**src/rtl/shl_pkg.sv**
```systemverilog
package shl_pkg;

    localparam int unsigned BYTE_W = 8;

    typedef enum logic [2:0] {
        ST_IDLE,
        ST_RX,
        ST_RX_END,
        ST_TX_FIRST,
        ST_TX
    } shl_state_e;

endpackage

```
**src/rtl/shl_rx_store.sv**
```systemverilog
module shl_rx_store
    import shl_pkg::*;
#(
    parameter int unsigned DEPTH = 8,
    localparam int unsigned CW = $clog2(DEPTH + 1)
) (
    input  logic                    clk,
    input  logic                    rst_n,
    input  logic                    wr_en,
    input  logic                    clr,
    input  logic [BYTE_W-1:0]       wr_data,
    output logic [CW-1:0]           cnt,
    output logic [DEPTH*BYTE_W-1:0] flat
);

    logic [CW-1:0] cnt_d, cnt_q;

    // The count stops at DEPTH; later bytes are dropped.
    always_comb begin
        cnt_d = cnt_q;
        if (clr) begin
            cnt_d = '0;
        end else if (wr_en && (cnt_q < CW'(DEPTH))) begin
            cnt_d = cnt_q + 1'b1;
        end
    end

    always_ff @(posedge clk or negedge rst_n) begin
        if (!rst_n) begin
            cnt_q <= '0;
        end else begin
            cnt_q <= cnt_d;
        end
    end

    for (genvar g = 0; g < DEPTH; g++) begin : g_slot
        logic [BYTE_W-1:0] slot_d, slot_q;

        always_comb begin
            slot_d = slot_q;
            if (wr_en && !clr && (cnt_q == CW'(g))) begin
                slot_d = wr_data;
            end
        end

        always_ff @(posedge clk or negedge rst_n) begin
            if (!rst_n) begin
                slot_q <= '0;
            end else begin
                slot_q <= slot_d;
            end
        end

        assign flat[g*BYTE_W +: BYTE_W] = slot_q;
    end

    assign cnt = cnt_q;

endmodule

```
**src/rtl/shl_tx_queue.sv**
```systemverilog
module shl_tx_queue
    import shl_pkg::*;
#(
    parameter int unsigned DEPTH = 4,
    localparam int unsigned CW = $clog2(DEPTH + 1)
) (
    input  logic                    clk,
    input  logic                    rst_n,
    input  logic                    post,
    input  logic [CW-1:0]           post_len,
    input  logic [DEPTH*BYTE_W-1:0] post_pkt,
    input  logic                    clr,
    input  logic [CW-1:0]           sel,
    output logic [CW-1:0]           cnt,
    output logic [BYTE_W-1:0]       sel_byte
);

    logic [CW-1:0]           cnt_d, cnt_q;
    logic [DEPTH*BYTE_W-1:0] pkt_d, pkt_q;
    logic                    accept;

    // A post is taken only into an empty queue, with a usable length.
    assign accept = post && (cnt_q == '0)
                    && (post_len >= CW'(2)) && (post_len <= CW'(DEPTH));

    always_comb begin
        cnt_d = cnt_q;
        pkt_d = pkt_q;
        if (clr) begin
            cnt_d = '0;
        end else if (accept) begin
            cnt_d = post_len;
            pkt_d = post_pkt;
        end
    end

    always_ff @(posedge clk or negedge rst_n) begin
        if (!rst_n) begin
            cnt_q <= '0;
            pkt_q <= '0;
        end else begin
            cnt_q <= cnt_d;
            pkt_q <= pkt_d;
        end
    end

    always_comb begin
        sel_byte = '0;
        for (int i = 0; i < DEPTH; i++) begin
            if (sel == CW'(i)) begin
                sel_byte = pkt_q[i*BYTE_W +: BYTE_W];
            end
        end
    end

    assign cnt = cnt_q;

endmodule

```
**src/rtl/shl_host.sv**
```systemverilog
module shl_host
    import shl_pkg::*;
#(
    parameter int unsigned RX_DEPTH = 8,
    parameter int unsigned TX_DEPTH = 4,
    localparam int unsigned RXC = $clog2(RX_DEPTH + 1),
    localparam int unsigned TXC = $clog2(TX_DEPTH + 1)
) (
    input  logic                       clk,
    input  logic                       rst_n,
    input  logic                       dev_req_n,
    input  logic                       byte_done,
    input  logic [BYTE_W-1:0]          rx_byte,
    input  logic                       tx_post,
    input  logic [TXC-1:0]             tx_len,
    input  logic [TX_DEPTH*BYTE_W-1:0] tx_pkt,
    output logic                       xfer_n,
    output logic                       hs_ack,
    output logic                       shift_tx,
    output logic [BYTE_W-1:0]          tx_byte,
    output logic                       pkt_done,
    output logic [RXC-1:0]             pkt_len,
    output logic [RX_DEPTH*BYTE_W-1:0] pkt_data
);

    typedef struct packed {
        shl_state_e        st;
        logic              xfer_n;
        logic              ack;
        logic              dir;
        logic [BYTE_W-1:0] txb;
        logic [TXC-1:0]    tidx;
        logic              done;
        logic [RXC-1:0]    len;
    } ctl_t;

    localparam ctl_t CTL_RST = '{
        st:     ST_IDLE,
        xfer_n: 1'b1,
        ack:    1'b1,
        dir:    1'b0,
        txb:    '0,
        tidx:   '0,
        done:   1'b0,
        len:    '0
    };

    ctl_t r_d, r_q;

    shl_state_e        st_q;
    logic [TXC-1:0]    tidx_q;
    logic              rx_wr, rx_clr, tx_clr;
    logic [RXC-1:0]    rx_cnt;
    logic [TXC-1:0]    tx_cnt;
    logic [TXC-1:0]    tx_sel;
    logic [BYTE_W-1:0] tx_sel_byte;

    assign st_q   = r_q.st;
    assign tidx_q = r_q.tidx;

    // Byte index into the queue, chosen from registered state alone.
    always_comb begin
        unique case (st_q)
            ST_TX_FIRST: tx_sel = TXC'(1);
            ST_TX:       tx_sel = tidx_q;
            default:     tx_sel = '0;
        endcase
    end

    shl_rx_store #(.DEPTH(RX_DEPTH)) u_rx (
        .clk     (clk),
        .rst_n   (rst_n),
        .wr_en   (rx_wr),
        .clr     (rx_clr),
        .wr_data (rx_byte),
        .cnt     (rx_cnt),
        .flat    (pkt_data)
    );

    shl_tx_queue #(.DEPTH(TX_DEPTH)) u_tx (
        .clk      (clk),
        .rst_n    (rst_n),
        .post     (tx_post),
        .post_len (tx_len),
        .post_pkt (tx_pkt),
        .clr      (tx_clr),
        .sel      (tx_sel),
        .cnt      (tx_cnt),
        .sel_byte (tx_sel_byte)
    );

    always_comb begin
        r_d    = r_q;
        r_d.done = 1'b0;
        rx_wr  = 1'b0;
        rx_clr = 1'b0;
        tx_clr = 1'b0;

        unique case (st_q)
            ST_IDLE: begin
                if (byte_done && !dev_req_n) begin
                    r_d.st     = ST_RX;
                    r_d.xfer_n = 1'b0;
                end else if ((tx_cnt != '0) && dev_req_n) begin
                    r_d.st     = ST_TX_FIRST;
                    r_d.dir    = 1'b1;
                    r_d.txb    = tx_sel_byte;
                    r_d.xfer_n = 1'b0;
                end
            end

            ST_RX: begin
                if (byte_done) begin
                    rx_wr = 1'b1;
                    if (!dev_req_n) begin
                        r_d.ack = ~r_q.ack;
                    end else begin
                        r_d.ack    = 1'b1;
                        r_d.xfer_n = 1'b1;
                        r_d.st     = ST_RX_END;
                    end
                end
            end

            ST_RX_END: begin
                if (byte_done) begin
                    r_d.done = 1'b1;
                    r_d.len  = rx_cnt;
                    rx_clr   = 1'b1;
                    if (!dev_req_n) begin
                        r_d.xfer_n = 1'b0;
                        r_d.st     = ST_RX;
                    end else if (tx_cnt != '0) begin
                        // The queued send is launched directly from here.
                        r_d.st     = ST_TX_FIRST;
                        r_d.dir    = 1'b1;
                        r_d.txb    = tx_sel_byte;
                        r_d.xfer_n = 1'b0;
                    end else begin
                        r_d.st = ST_IDLE;
                    end
                end
            end

            ST_TX_FIRST: begin
                if (byte_done) begin
                    if (!dev_req_n) begin
                        // Collision: the device spoke during the first byte.
                        r_d.dir    = 1'b0;
                        r_d.ack    = 1'b1;
                        r_d.xfer_n = 1'b1;
                        r_d.st     = ST_IDLE;
                    end else begin
                        r_d.txb  = tx_sel_byte;
                        r_d.ack  = ~r_q.ack;
                        r_d.tidx = TXC'(2);
                        r_d.st   = ST_TX;
                    end
                end
            end

            ST_TX: begin
                if (byte_done) begin
                    if (r_q.tidx < tx_cnt) begin
                        r_d.txb  = tx_sel_byte;
                        r_d.tidx = r_q.tidx + 1'b1;
                        r_d.ack  = ~r_q.ack;
                    end else begin
                        r_d.dir    = 1'b0;
                        r_d.ack    = 1'b1;
                        r_d.xfer_n = 1'b1;
                        r_d.tidx   = '0;
                        tx_clr     = 1'b1;
                        r_d.st     = ST_IDLE;
                    end
                end
            end

            default: r_d = CTL_RST;
        endcase
    end

    always_ff @(posedge clk or negedge rst_n) begin
        if (!rst_n) begin
            r_q <= CTL_RST;
        end else begin
            r_q <= r_d;
        end
    end

    assign xfer_n   = r_q.xfer_n;
    assign hs_ack   = r_q.ack;
    assign shift_tx = r_q.dir;
    assign tx_byte  = r_q.txb;
    assign pkt_done = r_q.done;
    assign pkt_len  = r_q.len;

endmodule

```
**config.mk**
```make
export PLATFORM = sky130hd
export DESIGN_NAME = shl_host
export DESIGN_NICKNAME = d
export VERILOG_FILES = /design/src/rtl/shl_pkg.sv /design/src/rtl/shl_rx_store.sv /design/src/rtl/shl_tx_queue.sv /design/src/rtl/shl_host.sv
export SDC_FILE = /design/constraint.sdc
export NUM_CORES = 1
export LEC_CHECK = 0
export ABC_AREA = 0
export BUFFER_PORTS_ARGS = -buffer_cell sky130_fd_sc_hd__buf_4
export CELL_PAD_IN_SITES_DETAIL_PLACEMENT = 1
export CELL_PAD_IN_SITES_GLOBAL_PLACEMENT = 2
export CORE_ASPECT_RATIO = 1.25
export CORE_MARGIN = 3
export CORE_UTILIZATION = 38
export CTS_BUF_LIST = sky130_fd_sc_hd__clkbuf_2 sky130_fd_sc_hd__clkbuf_4 sky130_fd_sc_hd__clkbuf_8
export DETAILED_ROUTE_END_ITERATION = 8
export HOLD_SLACK_MARGIN = 0.1
export PLACE_DENSITY_LB_ADDON = 0.05
export SETUP_SLACK_MARGIN = 0.1
export SLEW_MARGIN = 20
export SYNTH_ARGS = -nofsm -noshare
export SYNTH_HDL_FRONTEND = slang
export SYNTH_HIERARCHICAL = 1
export SYNTH_SLANG_ARGS = --single-unit
```
**constraint.sdc**
```tcl
create_clock -name clk -period 2.67 [get_ports clk]
set_input_delay 0.267 -clock clk [delete_from_list [all_inputs] [get_ports clk]]
set_output_delay 0.267 -clock clk [all_outputs]
set_load 0.03 [all_outputs]
```
* After elaboration in Yosys (flattened, before gate mapping) *
Index checks and enable logic that the tools add are counted.

operators by class
  bitwise gates (word level) = 6
  magnitude comparators = 4
  $add $sub $neg = 2
  eq/ne operators = 29
  reduce and logical (&&, ||, !) cells = 35
  muxes and demuxes = 47

operator list
  cell                count
  $mux 9              5
  $pmux 9 s5          1
  $mux 8              5
  $mux 17             2
  $mux 4              8
  $ne 2x2->1 const B  13
  $pmux 4 s5          1
  $reduce_and 10->1   2
  $eq 4x3->1 const B  4
  $logic_and 1x1->1   15
  $mux 1              13
  $eq 3x2->1 const B  4
  $mux 3              4
  $mux 11             1
  $mux 5              2
  $pmux 5 s2          1
  $logic_not 3->1     3
  $pmux 3 s3          1
  $reduce_and 9->1    1
  $eq 4x2->1 const B  2
  $reduce_and 4->1    2
  $reduce_and 7->1    1
  $eq 3x1->1 const B  2
  $ne 3x3->1 const B  2
  20 further kinds    28

storage, ports and cells
  bits in registers = 125
  logic and storage cells = 142
  bits of input ports = 48
  output and inout port bits = 80

* Logic depth before layout (Yosys ltp) *
  depth after elaboration = 11
  depth in mapped cells = 10

* By module *
The synthesis kept the hierarchy.

by module, submodules not included
  module        area an instance (um^2)  times used  cells an instance
  shl_rx_store  2,725.1                  1           162
  shl_tx_queue  1,739.2                  1           101
  shl_host      1,297.5                  1           147

* Worst setup path before layout *
OpenSTA, ideal clock, no wires.

  kind = flip-flop to flip-flop
  start point = register u_tx.cnt_q[2] (netlist: u_tx/cnt[2])
  end point = register u_tx.pkt_q[0]
  data arrival time = 2,152 ps
  library setup time = 125 ps
  slack = 393 ps
  stages on the path, launching flop included = 11
  period minus slack after synthesis = 2,277 ps
  data required time = 2,545 ps
  path buffers = 2
  path through = dfrtp_1 -> inv_1 -> ha_1 -> a21o_1 -> a31oi_4 -> nor2_2 -> and2_1 -> and4b_1 -> buf_6 -> buf_12 -> mux2_4

between the ends
  longest elaborated chain between the ends = 6
  elaborated cells between the ends (all ways) = 10
  classes of those cells = order compare: 1; mux: 3; bitwise: 1; reduce/logical: 5

ends and longest elaborated chain
  what                               line                text
  start, declared                    shl_tx_queue.sv:18  logic [CW-1:0] cnt_d, cnt_q;
  start signal, assigned             shl_tx_queue.sv:42  cnt_q <= cnt_d;
  $lt 3x3->1                         shl_host.sv:164     if (r_q.tidx < tx_cnt) begin
  $mux 1                             shl_host.sv:164
  $mux 1                             shl_host.sv:163     if (byte_done) begin
  $mux 1                             shl_host.sv:99      unique case (st_q)
  named net tx_clr                   shl_host.sv:52      logic rx_wr, rx_clr, tx_clr;
  $not 1->1 (no source line)         -
  $reduce_and 2->1 (no source line)  -
  end signal, assigned               shl_tx_queue.sv:43  pkt_q <= pkt_d;
  end, declared                      shl_tx_queue.sv:19  logic [DEPTH*BYTE_W-1:0] pkt_d, pkt_q;

The timed path passes the listed nets, and every way through them passes these cells.
A chain may end at the register's enable or synchronous reset.

* Worst setup path in the final report *
  start point = register u_tx.cnt_q[2] (netlist: u_tx/cnt[2])
  end point = register u_tx.pkt_q[2]

Same word-level chain as after synthesis.

==> metrics.yaml <==
clock_tree:
  root_buffer: "clkbuf_8"
  cts_tree: "done"
  cts-resized-gates: 0
  clk_latency_ps: 440
  cts-buffers-inserted: 17
  cts.sinks: 125
  cts_buffer_depth: 2
  cts.clk_slew.worst_paths_ps: 70
  h-tree-depth: 4
critical_path:
  crit_required_ps: 2990
  endpoint_kind: "flop"
  worstPathCellList: "inv_1 > ha_1 > a21o_1 > a31oi_4 > nor2_2 > and2_1 > and4b_2 > buf_12 > mux2_4"
  crit_type: "reg -> reg"
  crit_fanout: 18
  critPathSlowestCell: "dfrtp_1"
  slowest_delay_ps: 420
  start_kind: "flop"
  critPathArrivalTime_ps: 2800
timing:
  worst_pin_slew_ps: 537.5
  slew_headroom_pct: 64.13
  finalCritPeriodShare_pct: 92.65
  setup_violations: 0
  hold_violations: 0
  fmax_ghz: 0.4042
  tns_ps: 0
  slew_violations: 0
  rsz0062_at_grt: "no"
  finalClockSkew_ps: 9.071
  period_minus_slack_ps: 2474
power_and_ir_drop:
  p_leak_nw: 3.793
  pwr-share-seq_pct: 36.2
  power_mw: 8.816
  p_comb_share_pct: 45.9
  peakVddDrop_mv: 0.6107
  clkPwrFrac_pct: 17.8
  internal-power_mw: 5.411
  p_switching_mw: 3.405
  switching_share_pct: 38.62
  cellPowerDensity_nw_per_um2: 1140
finish:
  area_growth_pct: 34.25
  multi_input_area_um2: 2446
  fin_nets: 649
  final_cell_mix: "buf_4, dfrtp_1, mux2_2"
  nFillCells: 1503
  diodes: 0
  layout.area.seq_um2: 3131
  post-route-util_pct: 53.01
  layout_commonest_cell: "buf_4"
  drive_gt1_share_pct: 49.26
synth:
  dominantRegCellSynth: "dfrtp_1"
  synth_edf_count: 0
  synth_area_um2: 5762
  synth-xor-area-share_pct: 0.3040
  yosys_warnings: 6
  synth_top_family_by_area: "multiplexers"
  ys_types: 55
  ys_ff_latch: 125
  synth_compound_area_share_pct: 5.038
  synthMuxAreaShare_pct: 25.58
  syn_nets: 465
  synth_fa_ha_area_share_pct: 1.520
  async_flop_share_pct: 100.0
  avgSynthCellArea_um2: 14.05
  yosys.area_share.simple_pct: 9.902
  ys_seq_area_share_pct: 54.33
  synthCells: 410
route:
  dr.pass1.iters: 4
  final_antenna_net_count: 0
  drt-initial-drc-count: 118
  drc: 0
  wl_mm: 14.78
  wl_per_cell_um: 18.82
  viasPerCell: 5.029
  vias: 3948
floorplanning:
  io-pin-count: 128
  die_w_um: 116.1
  core.rowCount: 49
  die_area_um2: 16690
  initial_core_util_pct: 39.49
  core_area_um2: 14590
  fp.dieH_um: 143.7
grt:
  grt_util_all_layers_pct: 18.75
  overflow: 0
  grt_max_degree: 84
  grt_pass1_wl_mm: 23.65
  antenna_found_initial: 0
  first_global_vias: 4443
min_path:
  hold_class: "in -> reg"
placement:
  gp_congestion: 0.7837
  port-buffer-count: 127
  hpwl_mm: 10.32
outcome:
  outcome: "finished clean"
job:
  maxCapViolCount: 0
## power groups by stage
stage / combinational (mW) / sequential [mW] / clock [mW]
4_1_cts: 4.10 / 3.21 / 1.65
5_1_grt: 4.36 / 3.31 / 1.72
2_1_floorplan: 1.90 / 3.97 / 0
3_3_place_gp: 3.97 / 3.17 / 0
3_5_place_dp: 4.04 / 3.22 / 0
6_report: 4.05 / 3.19 / 1.57
## path summary, 6_finish.rpt
path	slack, ps	cells past startpoint	startpoint	to
max	200	9	u_tx/cnt[2]	u_tx/pkt_q[2]
min	150	2	rx_byte[6]	u_rx/g_slot[3].slot_q[6]
max reg2reg	200	9	u_tx/cnt[2]	u_tx/pkt_q[2]
min reg2reg	510	1	u_rx/g_slot[7].slot_q[3]	u_rx/g_slot[7].slot_q[3]
max in group asynchronous	1770	3	rst_n	xfer_n
min in group asynchronous	180	2	rst_n	u_tx/pkt_q[5]
## stage by stage
step	hold WS, ps	setup slack, ps	instances	area, µm²
finish	145.3	196.3	785	7735
global route	128.4	106.0	785	7735
CTS	106.4	178.5	785	7735
detailed placement	102.0	192.7	712	6944
global placement	97.83	263.5	712	6944
floorplan	-28.59	393.2	410	5762
## synth_stat cells, types with 3 or more instances
library cell / n / area share, %
dfrtp_1: 123 / 53
mux2_2: 66 / 13
mux2_4: 30 / 7.8
nand2_1: 23 / 1.5
nor2_1: 17 / 1.1
inv_1: 14 / 0.91
o21ai_0: 11 / 0.96
mux2i_1: 10 / 1.7
nor2b_1: 10 / 1.1
a21oi_1: 9 / 0.78
mux4_2: 8 / 3.1
ha_1: 7 / 1.5
buf_2: 6 / 0.52
a22oi_1: 4 / 0.52
clkbuf_1: 4 / 0.26
nand3_1: 4 / 0.35
o21ai_1: 4 / 0.35
a31oi_1: 3 / 0.33
a41oi_1: 3 / 0.46
and3_1: 3 / 0.33
buf_12: 3 / 1.0
nand2b_1: 3 / 0.33
nand3b_2: 3 / 0.59
nor3b_2: 3 / 0.65
nor3b_4: 3 / 0.98
## critical path: cells and delay by family, from the launching register on
kind	cells	cell delay [ps]
and+or+nand+nor	3	620
DFF	1	420
muxes	1	320
buffers and inverters	2	270
AOI/OAI and AO/OA	2	400
adders and majority gates	1	320
## flip-flops by register name, indices dropped and copies added, names as in the netlist
signal and count:
hs_ack 1, tx_byte 8, u_rx/g_slot.slot_q 64, u_tx/pkt_q 32, u_rx/cnt 4, pkt_len 4, xfer_n 1, st_q 3
pkt_done 1, shift_tx 1, u_tx/cnt 3, tidx_q 3
## cells by family (layout without fill, tap and decap cells)
group | after synthesis | count (layout)
and+or+nand+nor | 87 | 87
buffers and inverters | 31 | 228
DFF | 125 | 125
adders and majority gates | 7 | 7
xor gates and xnor gates | 2 | 2
muxes | 114 | 114
AOI/OAI and AO/OA | 44 | 44
## layout make-up
class | count | area share, %
Multi-Input combinational cell | 254 | 31.62
Clock buffer | 22 | 3.753
Tap cell | 178 | 2.879
Clock inverter | 10 | 1.165
Timing Repair Buffer | 181 | 19.38
Sequential cell | 125 | 40.47
Inverter | 15 | 0.7279
## per-layer routing
layer | vias up | routed length [µm] | global-route usage, %
li1 | 1832 | - | -
met1 | 1998 | 5954 | 21.46
met2 | 101 | 7603 | 32.34
met3 | 17 | 1036 | 7.414
met4 | 0 | 183 | 5.498
met5 | - | 0 | 0
## what timing repair did
action                    4_1_cts  5_1_grt
setup buffers                   0        0
hold endpoints to repair      207        0
hold buffers                   41        0
No activity file was read; power rests on OpenSTA's default activity.
